`src/rtl/codec_pwr_pkg.sv`:
```
package codec_pwr_pkg;

  typedef enum logic [1:0] {
    PS_D0 = 2'd0,
    PS_D1 = 2'd1,
    PS_D2 = 2'd2,
    PS_D3 = 2'd3
  } pstate_t;

  typedef enum logic [1:0] {
    SEQ_IDLE   = 2'd0,
    SEQ_FIRST  = 2'd1,
    SEQ_SECOND = 2'd2
  } seq_t;

  localparam int PD_ADC  = 0;
  localparam int PD_DAC  = 1;
  localparam int PD_MIX  = 2;
  localparam int PD_REF  = 3;
  localparam int PD_LINK = 4;
  localparam int PD_CLK  = 5;
  localparam int PD_AMP  = 7;

  // Cumulative power-down byte for a level; link and clock bits only in mobile D3
  function automatic logic [7:0] pd_bits(input pstate_t lvl, input logic mobile);
    logic [7:0] w;
    w = 8'h00;
    if (lvl != PS_D0) begin
      w[PD_ADC] = 1'b1;
      w[PD_DAC] = 1'b1;
    end
    if (lvl == PS_D2 || lvl == PS_D3) begin
      w[PD_MIX] = 1'b1;
      w[PD_AMP] = 1'b1;
    end
    if (lvl == PS_D3) begin
      w[PD_REF]  = 1'b1;
      w[PD_LINK] = mobile;
      w[PD_CLK]  = mobile;
    end
    return w;
  endfunction

endpackage

```
`src/rtl/codec_pwr_encode.sv`:
```
module codec_pwr_encode
  import codec_pwr_pkg::*;
#(
  parameter int DATA_W = 16
) (
  input  pstate_t           level,
  input  logic              mobile,
  output logic [DATA_W-1:0] word
);
  localparam int PAD_W = DATA_W - 8;

  logic [7:0] low_byte;
  assign low_byte = pd_bits(level, mobile);

  generate
    if (PAD_W > 0) begin : g_pad
      assign word = {{PAD_W{1'b0}}, low_byte};
    end else begin : g_nopad
      assign word = low_byte[DATA_W-1:0];
    end
  endgenerate
endmodule

```
`src/rtl/codec_pwr_order.sv`:
```
module codec_pwr_order #(
  parameter int              ADDR_W   = 8,
  parameter logic [ADDR_W-1:0] PRI_ADDR = 8'h26,
  parameter logic [ADDR_W-1:0] SEC_ADDR = 8'hA6
) (
  input  logic              going_down,
  input  logic              second_slot,
  output logic [ADDR_W-1:0] addr
);
  // Down: secondary then primary. Up: primary then secondary.
  logic pick_primary;
  assign pick_primary = (going_down == second_slot);
  assign addr = pick_primary ? PRI_ADDR : SEC_ADDR;
endmodule

```
`src/rtl/codec_pwr_ctrl.sv`:
```
module codec_pwr_ctrl
  import codec_pwr_pkg::*;
(
  input  logic    clk,
  input  logic    rst_n,
  input  logic    req_valid,
  input  pstate_t req_lvl,
  input  logic    mobile_en,
  input  logic    bus_ready,
  output seq_t    seq_st,
  output pstate_t target_q,
  output pstate_t cur_q,
  output logic    mob_q,
  output logic    down_q,
  output logic    done_q,
  output logic    accept,
  output logic    accept_same,
  output logic    final_hs
);
  assign accept      = req_valid && (seq_st == SEQ_IDLE);
  assign accept_same = accept && (req_lvl == cur_q);
  assign final_hs    = (seq_st == SEQ_SECOND) && bus_ready;

  always_ff @(posedge clk) begin
    if (!rst_n) begin
      seq_st   <= SEQ_IDLE;
      target_q <= PS_D0;
      cur_q    <= PS_D0;
      mob_q    <= 1'b0;
      down_q   <= 1'b0;
      done_q   <= 1'b0;
    end else begin
      done_q <= 1'b0;
      unique case (seq_st)
        SEQ_IDLE: begin
          if (accept) begin
            target_q <= req_lvl;
            mob_q    <= mobile_en;
            down_q   <= (req_lvl > cur_q);
            if (accept_same) done_q <= 1'b1;
            else             seq_st <= SEQ_FIRST;
          end
        end
        SEQ_FIRST: begin
          if (bus_ready) seq_st <= SEQ_SECOND;
        end
        SEQ_SECOND: begin
          if (final_hs) begin
            seq_st <= SEQ_IDLE;
            done_q <= 1'b1;
            cur_q  <= target_q;
          end
        end
        default: seq_st <= SEQ_IDLE;
      endcase
    end
  end
endmodule

```
`src/rtl/codec_pwr_sequencer.sv`:
```
module codec_pwr_sequencer
  import codec_pwr_pkg::*;
#(
  parameter int                ADDR_W   = 8,
  parameter int                DATA_W   = 16,
  parameter logic [ADDR_W-1:0] PRI_ADDR = 8'h26,
  parameter logic [ADDR_W-1:0] SEC_ADDR = 8'hA6
) (
  input  logic              clk,
  input  logic              rst_n,
  input  logic              req_valid,
  input  logic [1:0]        req_state,
  input  logic              mobile_en,
  output logic [ADDR_W-1:0] bus_addr,
  output logic [DATA_W-1:0] bus_data,
  output logic              bus_valid,
  input  logic              bus_ready,
  output logic              busy,
  output logic              done,
  output logic [1:0]        cur_state
);
  seq_t    seq_st;
  pstate_t target_q;
  pstate_t cur_q;
  logic    mob_q;
  logic    down_q;
  logic    done_q;
  logic    accept;
  logic    accept_same;
  logic    final_hs;
  logic    in_second;

  codec_pwr_ctrl ctrl_i (
    .clk         (clk),
    .rst_n       (rst_n),
    .req_valid   (req_valid),
    .req_lvl     (pstate_t'(req_state)),
    .mobile_en   (mobile_en),
    .bus_ready   (bus_ready),
    .seq_st      (seq_st),
    .target_q    (target_q),
    .cur_q       (cur_q),
    .mob_q       (mob_q),
    .down_q      (down_q),
    .done_q      (done_q),
    .accept      (accept),
    .accept_same (accept_same),
    .final_hs    (final_hs)
  );

  codec_pwr_encode #(.DATA_W(DATA_W)) enc_i (
    .level  (target_q),
    .mobile (mob_q),
    .word   (bus_data)
  );

  assign in_second = (seq_st == SEQ_SECOND);

  codec_pwr_order #(
    .ADDR_W   (ADDR_W),
    .PRI_ADDR (PRI_ADDR),
    .SEC_ADDR (SEC_ADDR)
  ) ord_i (
    .going_down  (down_q),
    .second_slot (in_second),
    .addr        (bus_addr)
  );

  assign bus_valid = (seq_st != SEQ_IDLE);
  assign busy      = bus_valid;
  assign done      = done_q;
  assign cur_state = cur_q;
endmodule

```
`config.mk`:
```
export PLATFORM = sky130hd
export DESIGN_NAME = codec_pwr_sequencer
export DESIGN_NICKNAME = d
export VERILOG_FILES = /design/src/rtl/codec_pwr_pkg.sv /design/src/rtl/codec_pwr_encode.sv /design/src/rtl/codec_pwr_order.sv /design/src/rtl/codec_pwr_ctrl.sv /design/src/rtl/codec_pwr_sequencer.sv
export SDC_FILE = /design/constraint.sdc
export NUM_CORES = 1
export LEC_CHECK = 0
export BUFFER_PORTS_ARGS = -buffer_cell sky130_fd_sc_hd__buf_2
export CORE_MARGIN = 2
export CORE_UTILIZATION = 45
export DETAILED_ROUTE_END_ITERATION = 6
export PLACE_DENSITY = 0.82
export SLEW_MARGIN = 15
export SYNTH_ARGS = -nofsm -noshare
export SYNTH_HDL_FRONTEND = slang
export SYNTH_SLANG_ARGS = --single-unit
```
`constraint.sdc`:
```
create_clock -name clk -period 2.1 [get_ports clk]
set_clock_uncertainty 0.1 [all_clocks]
set_input_delay 0.315 -clock clk [delete_from_list [all_inputs] [get_ports clk]]
set_output_delay 0.315 -clock clk [all_outputs]
set_load 0.01 [all_outputs]
```
# After elaboration in Yosys (flattened, before gate mapping)
# Index checks and enable logic that the tools add are counted.
[totals] input_bits=7 reg_bits=9 output_inout_bits=29
[op_classes] n_eq_ne=10 n_mux=13 n_reduce_logical=10 magnitude_cmp=1
[op_table] cell="$mux W2" n=5
[op_table] cell="$mux W8" n=1
[op_table] cell="$eq A2 B2 Y1 const B" n=3
[op_table] cell="$ne A2 B2 Y1 const B" n=3
[op_table] cell="$pmux W2 S3" n=1
[op_table] cell="$mux W1" n=4
[op_table] cell="$reduce_and A2 Y1" n=2
[op_table] cell="$reduce_and A4 Y1" n=1
[op_table] cell="$reduce_bool A2 Y1" n=2
[op_table] cell="$logic_and A1 B1 Y1" n=3
[op_table] cell="$mux W3" n=1
[op_table] cell="$eq A2 B1 Y1 const B" n=1
[op_table] cell="$eq A2 B2 Y1" n=1
[op_table] cell="$gt A2 B2 Y1" n=1
[op_table] cell="$logic_not A2 Y1" n=1
[op_table] cell="$ne A2 B1 Y1 const B" n=1
[op_table] cell="$pmux W1 S2" n=1
[op_table] cell="$eq A1 B1 Y1" n=1
[op_table] cell="$logic_or A1 B1 Y1" n=1

# Logic depth before layout (Yosys ltp)
[logic_depth] ltp_word=6 ltp_mapped=5 mapped_depth_nobuf=5

# Modules after synthesis
# A second synthesis with hierarchy kept.
[unflattened] cells_unflattened=72 area_unflattened_um2=631.9
[modules_own_cells] mod="codec_pwr_ctrl" seq_area_each_um2=180.2 area_per_inst_um2=424.2 instances=1 cells_per_inst=42
[modules_own_cells] mod="codec_pwr_encode" seq_area_each_um2=0.0 area_per_inst_um2=118.9 instances=1 cells_per_inst=17
[modules_own_cells] mod="codec_pwr_order" seq_area_each_um2=0.0 area_per_inst_um2=68.8 instances=1 cells_per_inst=10
[modules_own_cells] mod="codec_pwr_sequencer" seq_area_each_um2=0.0 area_per_inst_um2=20.0 instances=1 cells_per_inst=3

# Worst setup path before layout
# OpenSTA, ideal clock, no wires.
[synth_timing] kind="flip-flop to output port" start="reg ctrl_i.seq_st[1]" end="out bus_addr[7]" path_stages_with_launch=4 path_buffers=1 required_ns=1.685 arrival_time_ns=0.902 setup_slack_ns=0.783 path_cell_list="dfxtp_1 buf_6 or2b_1 xnor2_1"
[synth_between] elab_chain_cells=3
[synth_rtl] element="from (decl)" line="codec_pwr_ctrl.sv:10" source="output seq_t seq_st,"
[synth_rtl] element="from (signal assigned)" line="codec_pwr_ctrl.sv:26" source="seq_st <= SEQ_IDLE;"
[synth_rtl] element="from (signal assigned)" line="codec_pwr_ctrl.sv:41" source="else seq_st <= SEQ_FIRST;"
[synth_rtl] element="from (signal assigned)" line="codec_pwr_ctrl.sv:45" source="if (bus_ready) seq_st <= SEQ_SECOND;"
[synth_rtl] element="$eq A2 B2 Y1" line="codec_pwr_sequencer.sv:57" source="assign in_second = (seq_st == SEQ_SECOND);"
[synth_rtl] element="$eq A1 B1 Y1" line="codec_pwr_order.sv:12" source="assign pick_primary = (going_down == second_slot);"
[synth_rtl] element="$mux W8" line="codec_pwr_order.sv:13" source="assign addr = pick_primary ? PRI_ADDR : SEC_ADDR;"
[synth_rtl] element="to (decl)" line="codec_pwr_sequencer.sv:14" source="output logic [ADDR_W-1:0] bus_addr,"
# Every way passes these cells.

# Worst setup path after layout
# Ends and elaborated chain as after synthesis.

==> impl_metrics.json <==
{
  "max-cap-violations": 0,
  "worstSetupEndpointType": "primary output",
  "yosysTopAreaCell": "dfxtp_1",
  "antenna_cells": 0,
  "clock-sinks": 9,
  "muxShareOfSynthArea_pct": 8.05,
  "grt_max_degree": 11,
  "areaGrowthSynthToFinish_pct": 4.43,
  "post_cts_buffers": 0,
  "ant_nets": 0,
  "ios": 36,
  "grt_pass1_wl_um": 1350,
  "p_per_area_mw_per_mm2": 623,
  "synthTopCellsByArea": "dfxtp_1 29%, buf_4 24%, mux2i_1 8.0%",
  "hpwl_um": 770,
  "synth-simple-area-share_pct": 22.9,
  "rows": 13,
  "met1_length_um": 384,
  "synth-compound-area-share_pct": 5.03,
  "slowest_delay_ns": 0.49,
  "top_layer": "met3",
  "synth_cells": 71,
  "cellLeakagePower_uw": 0.000355,
  "min_period_ns": 1.73,
  "worstPathArrival_ns": 1.31,
  "vdd_drop_max_uv": 332,
  "gp_congestion": 0.697,
  "grt-ovfl-total": 0,
  "dr.pass1.iters": 3,
  "cts_root_buf": "clkbuf_4",
  "core-area_mm2": 0.00130,
  "synth_seq_area_share_pct": 29.0,
  "synth_top_area_share_pct": 29.0,
  "syn-cell-area_um2": 622,
  "yosysWarnings": 0,
  "clock_latency_ns": 0.26,
  "wl_per_cell_um": 9.48,
  "met3_length_um": 93,
  "port_buffers": 19,
  "worst_hold_path_type": "in2reg",
  "antenna_found_initial": 0,
  "met2_length_um": 480,
  "fmax_ghz": 0.579,
  "cts_tree": "built",
  "fin_area_um2": 649,
  "hold_viol_final": 0,
  "post_cts_resized": 0,
  "finalCritPeriodShare_pct": 82.3,
  "ys_ff_latch": 9,
  "die_y_um": 41.2,
  "cp_cell_sequence": "or2b_1 > xnor2_1 > buf_2",
  "drive_above_1_share_pct": 29.1,
  "vias_per_cell": 4.30,
  "dpl_cell_area_um2": 623,
  "synth_fa_ha_area_share_pct": 4.02,
  "path_buf_inv": 1,
  "rsz0062_at_grt": "false",
  "status": "finished clean",
  "hold_buffers": 0,
  "path_max_fanout": 8,
  "die-area_mm2": 0.00170,
  "finalSetupViolCount": 0,
  "synth_xor_area_share_pct": 1.41,
  "initial_core_util_pct": 47.8,
  "syn_area_per_cell_um2": 8.76,
  "cts_buffer_depth": 2,
  "cp_top_family": "flip-flops",
  "layout.nets": 96,
  "synth_top_family_by_area": "buffers and inverters",
  "grt_pass1_vias": 307,
  "drc": 0,
  "cts_max_level": 1,
  "worst_path_max_delay_cell": "dfxtp_1",
  "critPathKind": "reg2out",
  "dr.first_iter.drc_count": 7,
  "crit_required_ns": 1.68,
  "grt_use_total_pct": 12.9,
  "fp.dieW_um": 41.2,
  "tns_ns": 0,
  "drt-total-wl_um": 957,
  "yosys.cell_types.count": 23,
  "via_count": 434,
  "clk_pin_slew_ns": 0.07,
  "cts_buffers": 3,
  "slew_violations": 0,
  "critPathLaunchType": "flip-flop"
}
synth_stat cells (all sizes together):
master,count
dfxtp,9
o2111ai,1
nand2,4
and3,2
nor2b,7
buf,21
or2,2
a31oi,1
conb,2
inv,3
mux2i,5
xnor2,1
clkbuf,1
nor3b,2
and2,2
o21ai,2
ha,2
or2b,1
nand3,1
o22ai,1
nand3b,1
final timing paths:
check                                     start                          to  slack [ns]  depth (start not counted)
setup / recovery  ctrl_i.seq_st[1]$_SDFFE_PN0P_                 bus_addr[7]        0.37                          3
hold / removal                        mobile_en   ctrl_i.mob_q$_SDFFE_PN0P_        0.22                          3
setup reg to reg   ctrl_i.cur_q[1]$_SDFFE_PN0P_  ctrl_i.down_q$_SDFFE_PN0P_        0.77                          5
hold reg to reg      ctrl_i.down_q$_SDFFE_PN0P_  ctrl_i.down_q$_SDFFE_PN0P_        0.38                          2
cells in the final DEF, fill, tap and decap left out, types with 2 or more instances in the layout:
cell type and count:
inv_1 3, conb_1 16, nor2b_1 7, and3_1 2, mux2i_1 5, buf_2 19
nand2_1 4, and2_1 2, clkbuf_4 3, o21ai_0 2, dfxtp_1 9, ha_1 2
or2_2 2
power breakdown:
| group | total (uW) | internal, uW | switching (uW) |
|---|---|---|---|
| Clock | 134 | 73.2 | 60.9 |
| Sequential | 189 | 180 | 9.66 |
| Combinational | 80.9 | 35.5 | 45.4 |
state kept, by name, indices dropped and copies added, names as in the netlist:
name	count
ctrl_i.cur_q	2
ctrl_i.seq_st	2
ctrl_i.target_q	2
ctrl_i.done_q	1
ctrl_i.down_q	1
ctrl_i.mob_q	1
cell type report:
type | count | area, um^2
Fill cell | 133 | 652
Multi-Input combinational cell | 51 | 318
Sequential cell | 9 | 180
Timing Repair Buffer | 19 | 95.1
Clock buffer | 4 | 26.3
Tap cell | 15 | 18.8
Inverter | 3 | 11.3
routing by layer:
| layer | GRT usage (%) | vias up |
|---|---|---|
| met5 | 0 | - |
| met4 | 4.84 | 0 |
| met3 | 8.15 | 0 |
| met2 | 19.9 | 22 |
| met1 | 14.1 | 188 |
| li1 | - | 224 |
worst reg2reg max path, delay by kind of cell (launching register included):
| kind | cells | cell delay (ns) |
|---|---|---|
| buffers and inverters | 1 | 0.05 |
| and+or+nand+nor | 1 | 0.14 |
| DFF | 1 | 0.35 |
| AOI/OAI and AO/OA | 2 | 0.29 |
| adders and majority gates | 1 | 0.29 |
cells by family after synthesis:
family,after synthesis
compound gates,5
other cells,2
buf+inv,25
xor+xnor,1
mux,5
flops,9
fa+ha+maj,2
simple gates,22
through the flow:
step           cells  hold WS [ns]  setup slack (ns)  util (%)  power, uW
3_3_place_gp      97         0.362             0.710      47.9        273
6_report         101         0.218             0.372      49.9        404
4_1_cts          101         0.219             0.367      49.9        408
3_5_place_dp      97         0.378             0.661      47.9        274
2_1_floorplan     85         0.337             0.783         -        278
5_1_grt          101         0.220             0.262      49.9        436
No activity file was read; power rests on OpenSTA's default activity.
